===== config.mk =====
export PLATFORM = sky130hd
export DESIGN_NAME = dma_irq_unit
export DESIGN_NICKNAME = d
export VERILOG_FILES = /design/src/rtl/dma_irq_pkg.sv /design/src/rtl/dma_irq_bank.sv /design/src/rtl/dma_irq_regif.sv /design/src/rtl/dma_irq_unit.sv
export SDC_FILE = /design/constraint.sdc
export NUM_CORES = 1
export LEC_CHECK = 0
export BUFFER_PORTS_ARGS = -buffer_cell sky130_fd_sc_hd__clkbuf_2
export CAP_MARGIN = 20
export CORE_MARGIN = 2
export CORE_UTILIZATION = 53
export DETAILED_ROUTE_END_ITERATION = 10
export PLACE_DENSITY_LB_ADDON = 0.08
export SKIP_LAST_GASP = 1
export SYNTH_ARGS = -nofsm -noshare
export SYNTH_HDL_FRONTEND = slang
export SYNTH_SLANG_ARGS = --single-unit

===== constraint.sdc =====
create_clock -name clk -period 2.93 [get_ports clk]
set_clock_uncertainty 0.2 [all_clocks]
set_input_delay 0 -clock clk [delete_from_list [all_inputs] [get_ports clk]]
set_output_delay 0 -clock clk [all_outputs]
set_load 0.03 [all_outputs]

===== src/rtl/dma_irq_pkg.sv =====
// Package: shared constants and encodings for the DMA interrupt status unit.
// Assumes: five interrupt kinds; the kind code doubles as the address field
// and as the bit position in the summary register.
package dma_irq_pkg;

    localparam int NUM_KINDS  = 5;
    localparam int REG_ADDR_W = 5;

    typedef enum logic [2:0] {
        K_TFR   = 3'd0,
        K_BLOCK = 3'd1,
        K_SRC   = 3'd2,
        K_DST   = 3'd3,
        K_ERR   = 3'd4
    } irq_kind_e;

    typedef enum logic [1:0] {
        RK_RAW    = 2'd0,
        RK_STATUS = 2'd1,
        RK_MASK   = 2'd2,
        RK_CLEAR  = 2'd3
    } reg_kind_e;

    localparam logic [REG_ADDR_W-1:0] SUMMARY_ADDR = 5'h0F;

endpackage


===== src/rtl/dma_irq_bank.sv =====
// Module: dma_irq_bank
// One interrupt kind: a sticky raw vector, a mask vector and the masked
// status vector, plus the OR-reduced interrupt line.
// Assumes: ev is already qualified; clr_we and mask_we are single-cycle
// strobes from the register decoder; an event beats a clear on the same bit.
module dma_irq_bank #(
    parameter int N = 4
) (
    input  logic         clk,
    input  logic         rst_n,
    input  logic [N-1:0] ev,
    input  logic         mask_we,
    input  logic         clr_we,
    input  logic [N-1:0] wdata,
    output logic [N-1:0] raw_o,
    output logic [N-1:0] mask_o,
    output logic [N-1:0] status_o,
    output logic         any_o
);

    logic [N-1:0] raw_q;
    logic [N-1:0] mask_q;
    logic [N-1:0] clr_vec;

    // Clear vector is active only on a clear strobe.
    assign clr_vec = clr_we ? wdata : '0;

    // Raw vector: clear the written ones, then OR in new events (event wins).
    always_ff @(posedge clk) begin
        if (!rst_n) raw_q <= '0;
        else        raw_q <= (raw_q & ~clr_vec) | ev;
    end

    // Mask vector: loaded on a mask write.
    always_ff @(posedge clk) begin
        if (!rst_n)       mask_q <= '0;
        else if (mask_we) mask_q <= wdata;
    end

    // Status and line follow raw and mask in the same cycle.
    assign status_o = raw_q & mask_q;
    assign any_o    = |status_o;
    assign raw_o    = raw_q;
    assign mask_o   = mask_q;

endmodule


===== src/rtl/dma_irq_regif.sv =====
// Module: dma_irq_regif
// Register decoder: turns the access port into per-kind mask and clear
// strobes, muxes read data, and flags unmapped addresses.
// Assumes: reads are combinational in the access cycle; N <= DATA_W.
module dma_irq_regif
    import dma_irq_pkg::*;
#(
    parameter int N              = 4,
    parameter int DATA_W         = 32,
    parameter bit ERR_ON_ILLEGAL = 1'b1
) (
    input  logic                           reg_en,
    input  logic                           reg_we,
    input  logic [REG_ADDR_W-1:0]          reg_addr,
    input  logic [NUM_KINDS-1:0][N-1:0]    raw_all,
    input  logic [NUM_KINDS-1:0][N-1:0]    mask_all,
    input  logic [NUM_KINDS-1:0][N-1:0]    status_all,
    input  logic [NUM_KINDS-1:0]           any_all,
    output logic [NUM_KINDS-1:0]           mask_we,
    output logic [NUM_KINDS-1:0]           clr_we,
    output logic [DATA_W-1:0]              reg_rdata,
    output logic                           reg_err
);

    reg_kind_e  rkind;
    logic [2:0] ksel;
    logic       kind_ok;
    logic       sum_hit;

    assign rkind   = reg_kind_e'(reg_addr[4:3]);
    assign ksel    = reg_addr[2:0];
    assign kind_ok = (ksel < 3'(NUM_KINDS));
    assign sum_hit = (reg_addr == SUMMARY_ADDR);

    // Per-kind write strobes for mask and clear registers.
    for (genvar k = 0; k < NUM_KINDS; k++) begin : g_strobe
        assign mask_we[k] = reg_en && reg_we && (rkind == RK_MASK)  && (ksel == 3'(k));
        assign clr_we[k]  = reg_en && reg_we && (rkind == RK_CLEAR) && (ksel == 3'(k));
    end

    // Read data mux; clear registers and unmapped addresses read as zero.
    always_comb begin
        reg_rdata = '0;
        if (reg_en && !reg_we) begin
            if (sum_hit) begin
                reg_rdata[NUM_KINDS-1:0] = any_all;
            end else if (kind_ok) begin
                case (rkind)
                    RK_RAW:    reg_rdata[N-1:0] = raw_all[ksel];
                    RK_STATUS: reg_rdata[N-1:0] = status_all[ksel];
                    RK_MASK:   reg_rdata[N-1:0] = mask_all[ksel];
                    RK_CLEAR:  reg_rdata        = '0;
                endcase
            end
        end
    end

    // Error response for unmapped addresses, only when enabled.
    assign reg_err = ERR_ON_ILLEGAL && reg_en && !kind_ok && !sum_hit;

endmodule


===== src/rtl/dma_irq_unit.sv =====
// Module: dma_irq_unit (top)
// Interrupt status unit for an N-channel DMA controller: five interrupt
// kinds with raw/mask/status/clear per kind, one line per kind, a summary
// register and a per-channel abort request on bus error.
// Assumes: event inputs are single-cycle pulses from the channel engines;
// memory flags are levels that are stable while a channel is active.
module dma_irq_unit
    import dma_irq_pkg::*;
#(
    parameter int N              = 4,
    parameter int DATA_W         = 32,
    parameter bit ERR_ON_ILLEGAL = 1'b1
) (
    input  logic                  clk,
    input  logic                  rst_n,
    input  logic [N-1:0]          ev_tfr,
    input  logic [N-1:0]          ev_block,
    input  logic [N-1:0]          ev_src_tran,
    input  logic [N-1:0]          ev_dst_tran,
    input  logic [N-1:0]          ev_err,
    input  logic [N-1:0]          src_is_mem,
    input  logic [N-1:0]          dst_is_mem,
    input  logic                  reg_en,
    input  logic                  reg_we,
    input  logic [REG_ADDR_W-1:0] reg_addr,
    input  logic [DATA_W-1:0]     reg_wdata,
    output logic [DATA_W-1:0]     reg_rdata,
    output logic                  reg_err,
    output logic                  irq_tfr,
    output logic                  irq_block,
    output logic                  irq_src_tran,
    output logic                  irq_dst_tran,
    output logic                  irq_err,
    output logic [N-1:0]          ch_abort
);

    logic [NUM_KINDS-1:0][N-1:0] ev_q;
    logic [NUM_KINDS-1:0][N-1:0] raw_all;
    logic [NUM_KINDS-1:0][N-1:0] mask_all;
    logic [NUM_KINDS-1:0][N-1:0] status_all;
    logic [NUM_KINDS-1:0]        any_all;
    logic [NUM_KINDS-1:0]        mask_we;
    logic [NUM_KINDS-1:0]        clr_we;
    logic [N-1:0]                abort_q;
    logic                        unused_wdata_hi;

    // Qualify events; transaction events are dropped at memory endpoints.
    assign ev_q[K_TFR]   = ev_tfr;
    assign ev_q[K_BLOCK] = ev_block;
    assign ev_q[K_SRC]   = ev_src_tran & ~src_is_mem;
    assign ev_q[K_DST]   = ev_dst_tran & ~dst_is_mem;
    assign ev_q[K_ERR]   = ev_err;

    assign unused_wdata_hi = ^reg_wdata[DATA_W-1:N];

    // One raw/mask/status bank per interrupt kind.
    for (genvar k = 0; k < NUM_KINDS; k++) begin : g_bank
        dma_irq_bank #(.N(N)) i_bank (
            .clk      (clk),
            .rst_n    (rst_n),
            .ev       (ev_q[k]),
            .mask_we  (mask_we[k]),
            .clr_we   (clr_we[k]),
            .wdata    (reg_wdata[N-1:0]),
            .raw_o    (raw_all[k]),
            .mask_o   (mask_all[k]),
            .status_o (status_all[k]),
            .any_o    (any_all[k])
        );
    end

    dma_irq_regif #(
        .N              (N),
        .DATA_W         (DATA_W),
        .ERR_ON_ILLEGAL (ERR_ON_ILLEGAL)
    ) i_regif (
        .reg_en     (reg_en),
        .reg_we     (reg_we),
        .reg_addr   (reg_addr),
        .raw_all    (raw_all),
        .mask_all   (mask_all),
        .status_all (status_all),
        .any_all    (any_all),
        .mask_we    (mask_we),
        .clr_we     (clr_we),
        .reg_rdata  (reg_rdata),
        .reg_err    (reg_err)
    );

    // Abort request: registered copy of the error pulses, aligned with raw.
    always_ff @(posedge clk) begin
        if (!rst_n) abort_q <= '0;
        else        abort_q <= ev_err;
    end

    assign ch_abort     = abort_q;
    assign irq_tfr      = any_all[K_TFR];
    assign irq_block    = any_all[K_BLOCK];
    assign irq_src_tran = any_all[K_SRC];
    assign irq_dst_tran = any_all[K_DST];
    assign irq_err      = any_all[K_ERR];

endmodule


==> run metrics, run 1 <==
status=completed; CP max FO=27; yosys warns=0; Final nets=473; Buffers on Ports=55; r2r setup slk=1.94 ns; total track usage=roughly 24%; Peak VDD IR=332.3 uV; Worst EP arrival=1.92 ns; final setup fails=0; core area=5075 sq um; Worst slew margin=~44%; HPWL after detailed placement=4.962 mm; first-pass GRT wire length=11.41 mm; Final Util=65.95%; Worst R2R Start=g_bank[3].i_bank.raw_o[1]; Layout Area Growth over Synthesis=20.28%; Syn Area/Cell=8.356 sq um; initial antenna violation count=0; Slew @ Worst Pin=0.8378 ns; Final Power=1.345 mW; clock-pin slew on the worst setup and hold paths=0.08 ns; hold_sp=reg_we; Tcrit/Tclk final=72.52%; worst reg2reg path depth=2; RD Place Congestion=0.8786; Pleak=1.386 nW; Synth async-reset ratio=0%; sequential area share after synthesis=a little under a third; Antenna Nets Post-Route=0; Num CTS Buffers=5; top cell type's share of synthesized area=31.65%; die height=76.46 um; Worst setup EP type=output pin; Post-synth EDFFs=0; Via density=5.436; pin count of the biggest net entering global routing=between 40 and 50; top_reg_cell synth=dfxtp_1; Critical Path RT=2.73 ns; fillers=447; Netlist Area Pre-Place=2783 sq um; CTS Hold Bufs=32; Power Density=401.8 nW/um^2; Core Rows=26; CTS tree=built; post-synth top area cell=dfxtp_1; commonest non-fill, non-tap cells in the layout=clkbuf_2, dfxtp_1, nand2_1, dlygate4sd3_1, a21boi_1; grt total ovfl=0; Critical Path Start=reg_addr[0]; Inserted Diodes=0; reg-to-reg endpoint=g_bank[3].i_bank.raw_o[1]; worst hold slack=0.03578 ns; I/O Pins=111; Post-CTS Resized=0; clock sink count=44; Hold Path Depth=5; Hold Vio Cnt, Final=0; post-synthesis cell count=333; Yosys cell types=45; Max-Cap Viols=0; CP Class=in2out; via count=~2600; CP Launch Type=input port; min-delay worst type=in2reg; CTS max path bufs=2; Detailed Route WL=7.128 mm; Peak Freq=470.6 MHz; vias in the first global route=2320; Clk Latency, worst-skew pair=0.29 ns; Hold Path End=g_bank[4].i_bank.mask_o[2]; Post-CTS Setup Inserts=0; drt pass-1 iters=4; die area=about 5800 sq um; top cells by area, synth=dfxtp_1, buf_4, a21boi_1, mux2i_1, nand2_1; Die Span X=76.46 um; post-layout minimum cycle time=2.125 ns; RSZ-0062 raised after global routing=false; Post-route DRC=0; max-slew violation count=0; CTS root buf=clkbuf_8; Wirelength per Cell=~15 um; CTS H-Tree Depth=2; Starting Density=54.83%; commonest non-fill, non-tap cell in the layout=clkbuf_2; Sum Neg Setup Slack=0 ns; layout cell share with drive strength beyond 1=19.85%; FF+latch count, synth=44; DRT iter0 DRCs=roughly 150
==> synth_stat cells, types with 9 or more instances <==
cell       n
o21a_1    17
clkbuf_1   9
buf_4     30
mux2i_1   19
dfxtp_1   44
buf_2      9
nand2_1   43
o21ai_1   16
nor2b_1   23
a21boi_1  28
o21ai_0    9
==> through the flow <==
stage | std cells | area [sq um] | worst slack, ns
2_1_floorplan | 359 | 2880 | 1.353
3_3_place_gp | 435 | 2928 | 0.8161
3_5_place_dp | 435 | 2928 | 0.8563
4_1_cts | 473 | 3347 | 0.8411
5_1_grt | 473 | 3347 | 0.6949
6_report | 473 | 3347 | 0.8051
==> worst max path at each step <==
stage | slack, ns | to | cells past startpoint
final | 0.81 | reg_rdata[0] | 7
after global routing | 0.69 | reg_rdata[0] | 7
after CTS | 0.84 | reg_rdata[0] | 7
after detailed placement | 0.86 | reg_rdata[0] | 7
after global placement | 0.82 | reg_rdata[0] | 7
after floorplan | 1.35 | reg_rdata[3] | 4
==> critical path: stages <==
cell and delay [ns]:
clkbuf_2 0.38, or2_1 0.53, o21ai_0 0.22, nand2_1 0.08, nor4_1 0.38, a21o_1 0.13
clkbuf_2 0.20
==> sequential cells by signal (all words and copies together), names as in the netlist <==
signal and cells:
g_bank.i_bank.raw_o 20, g_bank.i_bank.mask_o 20, ch_abort 4
==> where the power goes <==
group / switching (mW) / internal [mW]
Clock: 0.197 / 0.245
Sequential: 0.0205 / 0.621
Combinational: 0.155 / 0.107
==> layer usage <==
layer	part of all wire, %	wire length, um	track usage [%]
met4	1.7	124	8.364
met1	44	3106	33.65
met2	47	3334	39.20
met5	0	0	0
met3	7.9	562	3.555
==> cells by family after synthesis <==
| family | Yosys count | synth area share (%) |
|---|---|---|
| AOI/OAI and AO/OA | 94 | 22.35 |
| buffers and inverters | 51 | 11.60 |
| DFF | 44 | 31.65 |
| muxes | 23 | 10.07 |
| other | 1 | 0.1348 |
| and+or+nand+nor | 120 | 24.19 |
==> layout make-up <==
type | instances | area, sq um | area share [%]
Timing Repair Buffer | 87 | 595.6 | 17.79
Inverter | 2 | 7.507 | 0.2243
Clock buffer | 5 | 68.82 | 2.056
Multi-Input combinational cell | 264 | 1677 | 50.09
Clock inverter | 1 | 30.03 | 0.8972
Sequential cell | 44 | 880.8 | 26.32
Tap cell | 70 | 87.58 | 2.617
(Power assumes the default switching activity.)
==> run 2, diff against run 1 <==
--- a/config.mk
+++ b/config.mk
@@ -8,7 +8,7 @@
 export BUFFER_PORTS_ARGS = -buffer_cell sky130_fd_sc_hd__clkbuf_2
 export CAP_MARGIN = 20
 export CORE_MARGIN = 2
-export CORE_UTILIZATION = 53
+export CORE_UTILIZATION = 44
 export DETAILED_ROUTE_END_ITERATION = 10
 export PLACE_DENSITY_LB_ADDON = 0.08
 export SKIP_LAST_GASP = 1
==> constraint.sdc (replaced) <==
create_clock -name clk -period 1.8 [get_ports clk]
set_clock_uncertainty 0.2 [all_clocks]
set_input_delay 0 -clock clk [delete_from_list [all_inputs] [get_ports clk]]
set_output_delay 0 -clock clk [all_outputs]
set_load 0.03 [all_outputs]
==> run 2 against run 1 <==
The flow now finishes with violations (setup timing). Via count rose by 5.8%. Power rose by 67%. Worst setup slack got worse by 0.99 ns. Cell count rose by 6.6%. Clock power rose by 63%. Critical path depth fell by 2. Largest cell class unchanged. Register-to-register slack got worse by 1.2 ns. Worst hold slack improved by 0.012 ns. Combinational power rose by 86%. Die area rose by 19%. Cell area rose by 8.4%.
==> run metrics, run 2 (synthesis gave the netlist of run 1 again) <==
FF+latch area=892.1 sq um (+1.3%); r2r setup slk=0.71 ns (-1.23 ns); area of placed instances=3129 sq um (+6.9%); die height=83.53 um (+9.2%); Die Span X=83.53 um (+9.2%); Cell Count, Final, Fillers Out=504 (+6.6%); pre-CTS setup slack=0.03160 ns (-0.8247 ns); CP Launch Type=register; drt pass-1 iters=4 (unchanged); placed cell count=466 (+7.1%); vias in the first global route=2601 (+12%); Buffers on Ports=55 (unchanged); min-delay worst type=in2reg; Peak Freq=502.7 MHz; Final Power=2.249 mW (+67%); core area=6026 sq um (+19%); pin count of the biggest net entering global routing=45 (unchanged); grt total ovfl=0 (unchanged); CTS tree=built; clock sink count=44 (unchanged); fillers=564 (+26%); DRT iter0 DRCs=152 (unchanged); RSZ-0062 raised after global routing=true; RD Place Congestion=0.9623 (+9.5%); first-pass GRT wire length=12.74 mm (+12%); Pleak=1.533 nW (+11%); Worst slew margin=48.61% (+4.5 points); initial antenna violation count=0 (unchanged); Max-Cap Viols=0 (unchanged); I/O Pins=111 (unchanged); Worst EP arrival=1.79 ns (-0.13 ns); Post-route DRC=0 (unchanged); Critical Path Start=g_bank[0].i_bank.raw_o[3]; Final nets=499 (+5.5%); Finished Cell Area=3630 sq um (+8.4%); clock-pin slew on the worst setup and hold paths=0.08 ns (about the same); Peak VDD IR=450.1 uV (+35%); commonest non-fill, non-tap cells in the layout=clkbuf_2, nand2_1, dfxtp_1, dlygate4sd3_1, a21boi_1; CTS max path bufs=2 (unchanged); Starting Density=46.18% (-8.7 points); CTS root buf=clkbuf_8; Clk Latency, worst-skew pair=0.29 ns (about the same); total track usage=22.95% (-1.5 points); commonest non-fill, non-tap cell in the layout=clkbuf_2; Slew @ Worst Pin=0.7709 ns (-0.06691 ns); Hold Vio Cnt, Final=0 (unchanged); final setup fails=4 (+4); Power Density=619.7 nW/um^2 (+54%); layout cell share with drive strength beyond 1=28.67% (+8.8 points); Antenna Nets Post-Route=0 (unchanged); Inserted Diodes=0 (unchanged); final worst slack=-0.1891 ns (-0.9942 ns); Wirelength per Cell=15.90 um (+5.5%); Detailed Route WL=8.016 mm (+12%); HPWL after detailed placement=5.840 mm (+18%); CP Class=reg2out; hold_sp=reg_we; Worst R2R Start=g_bank[2].i_bank.raw_o[0]; Via density=5.399 (-0.68%); Num CTS Buffers=5 (unchanged); Tcrit/Tclk final=110.5%; multi-input combinational cell area=1729 sq um (+3.1%); via count=2721 (+5.8%); post-layout minimum cycle time=1.989 ns; Layout Area Growth over Synthesis=30.44%; CTS H-Tree Depth=2 (unchanged); Worst setup EP type=output pin; max-slew violation count=0 (unchanged); status=finished, violations left; Critical Path RT=1.60 ns (-1.13 ns); Core Rows=28 (+7.7%); CP max FO=2 (-93%); die area=6976 sq um (+19%); failing checks=setup timing
-- run 2: changes by cell type in the layout (fill, tap and decap cells not counted), moves of 2 or more --
cell      before  now
buf_4          0   27
nor4_2         0    4
dfxtp_2        0    9
dfxtp_1       44   35
nand2_1       43   41
nand2_2        0    2
nor4_1         6    1
clkbuf_2      55   52
-- run 2: where the power goes --
part / switching, mW / internal [mW] / leakage, nW
registers: 0.0306 / 1.01 / 0.364
clock network: 0.318 / 0.399 / 0.0501
logic: 0.278 / 0.210 / 1.12
-- run 2: per-stage QoR --
stage | util (%) | setup TNS (ns) | hold slack, ns
after global routing | 60.24 | -0.9391 | 0.08220
after global placement | 51.93 | 0 | 0.009843
after floorplan | - | 0 | -0.07829
final | 60.24 | -0.6311 | 0.04761
after detailed placement | 51.93 | 0 | 0.01299
after CTS | 59.34 | -0.7697 | 0.04536
-- run 2: layout make-up --
cell class,count,share of cell area [%]
clock buffers,5,1.896
repair buffers,113,22.27
well taps,75,2.585
clock inverters,1,0.8273
inverters,2,0.2068
flip-flops and latches,44,24.58
multi-input cells,264,47.64
-- run 2: path summary, 6_finish.rpt --
path / to / cells past startpoint
worst min-delay path: g_bank[4].i_bank.mask_o[3] / 5
worst max-delay path: reg_rdata[3] / 5
worst min register to register: g_bank[1].i_bank.mask_o[3] / 2
worst max register to register: g_bank[2].i_bank.raw_o[0] / 3
-- run 2: critical path, stage by stage, from the launching register on --
cell and delay, ns:
dfxtp_1 0.33, nand2_1 0.11, mux4_2 0.49, o41ai_2 0.24, o21a_1 0.17, clkbuf_8 0.16
-- run 2: per-layer routing --
layer	wire (um)	share of wire, %	up-vias	GRT usage (%)
met5	0	0	-	0
met4	156	1.9	0	6.745
met2	3778	47	114	39.81
li1	-	-	1315	-
met3	467	5.8	13	3.363
met1	3612	45	1279	29.61
-- run 2: timing repair --
action / CTS / global route
pin swaps: 1 / 3
hold buffers: 32 / 0
gates resized for setup: 7 / 19
hold endpoints to repair: 37 / 0
buffers inserted: 0 / 1
setup endpoints to repair: 4 / 4
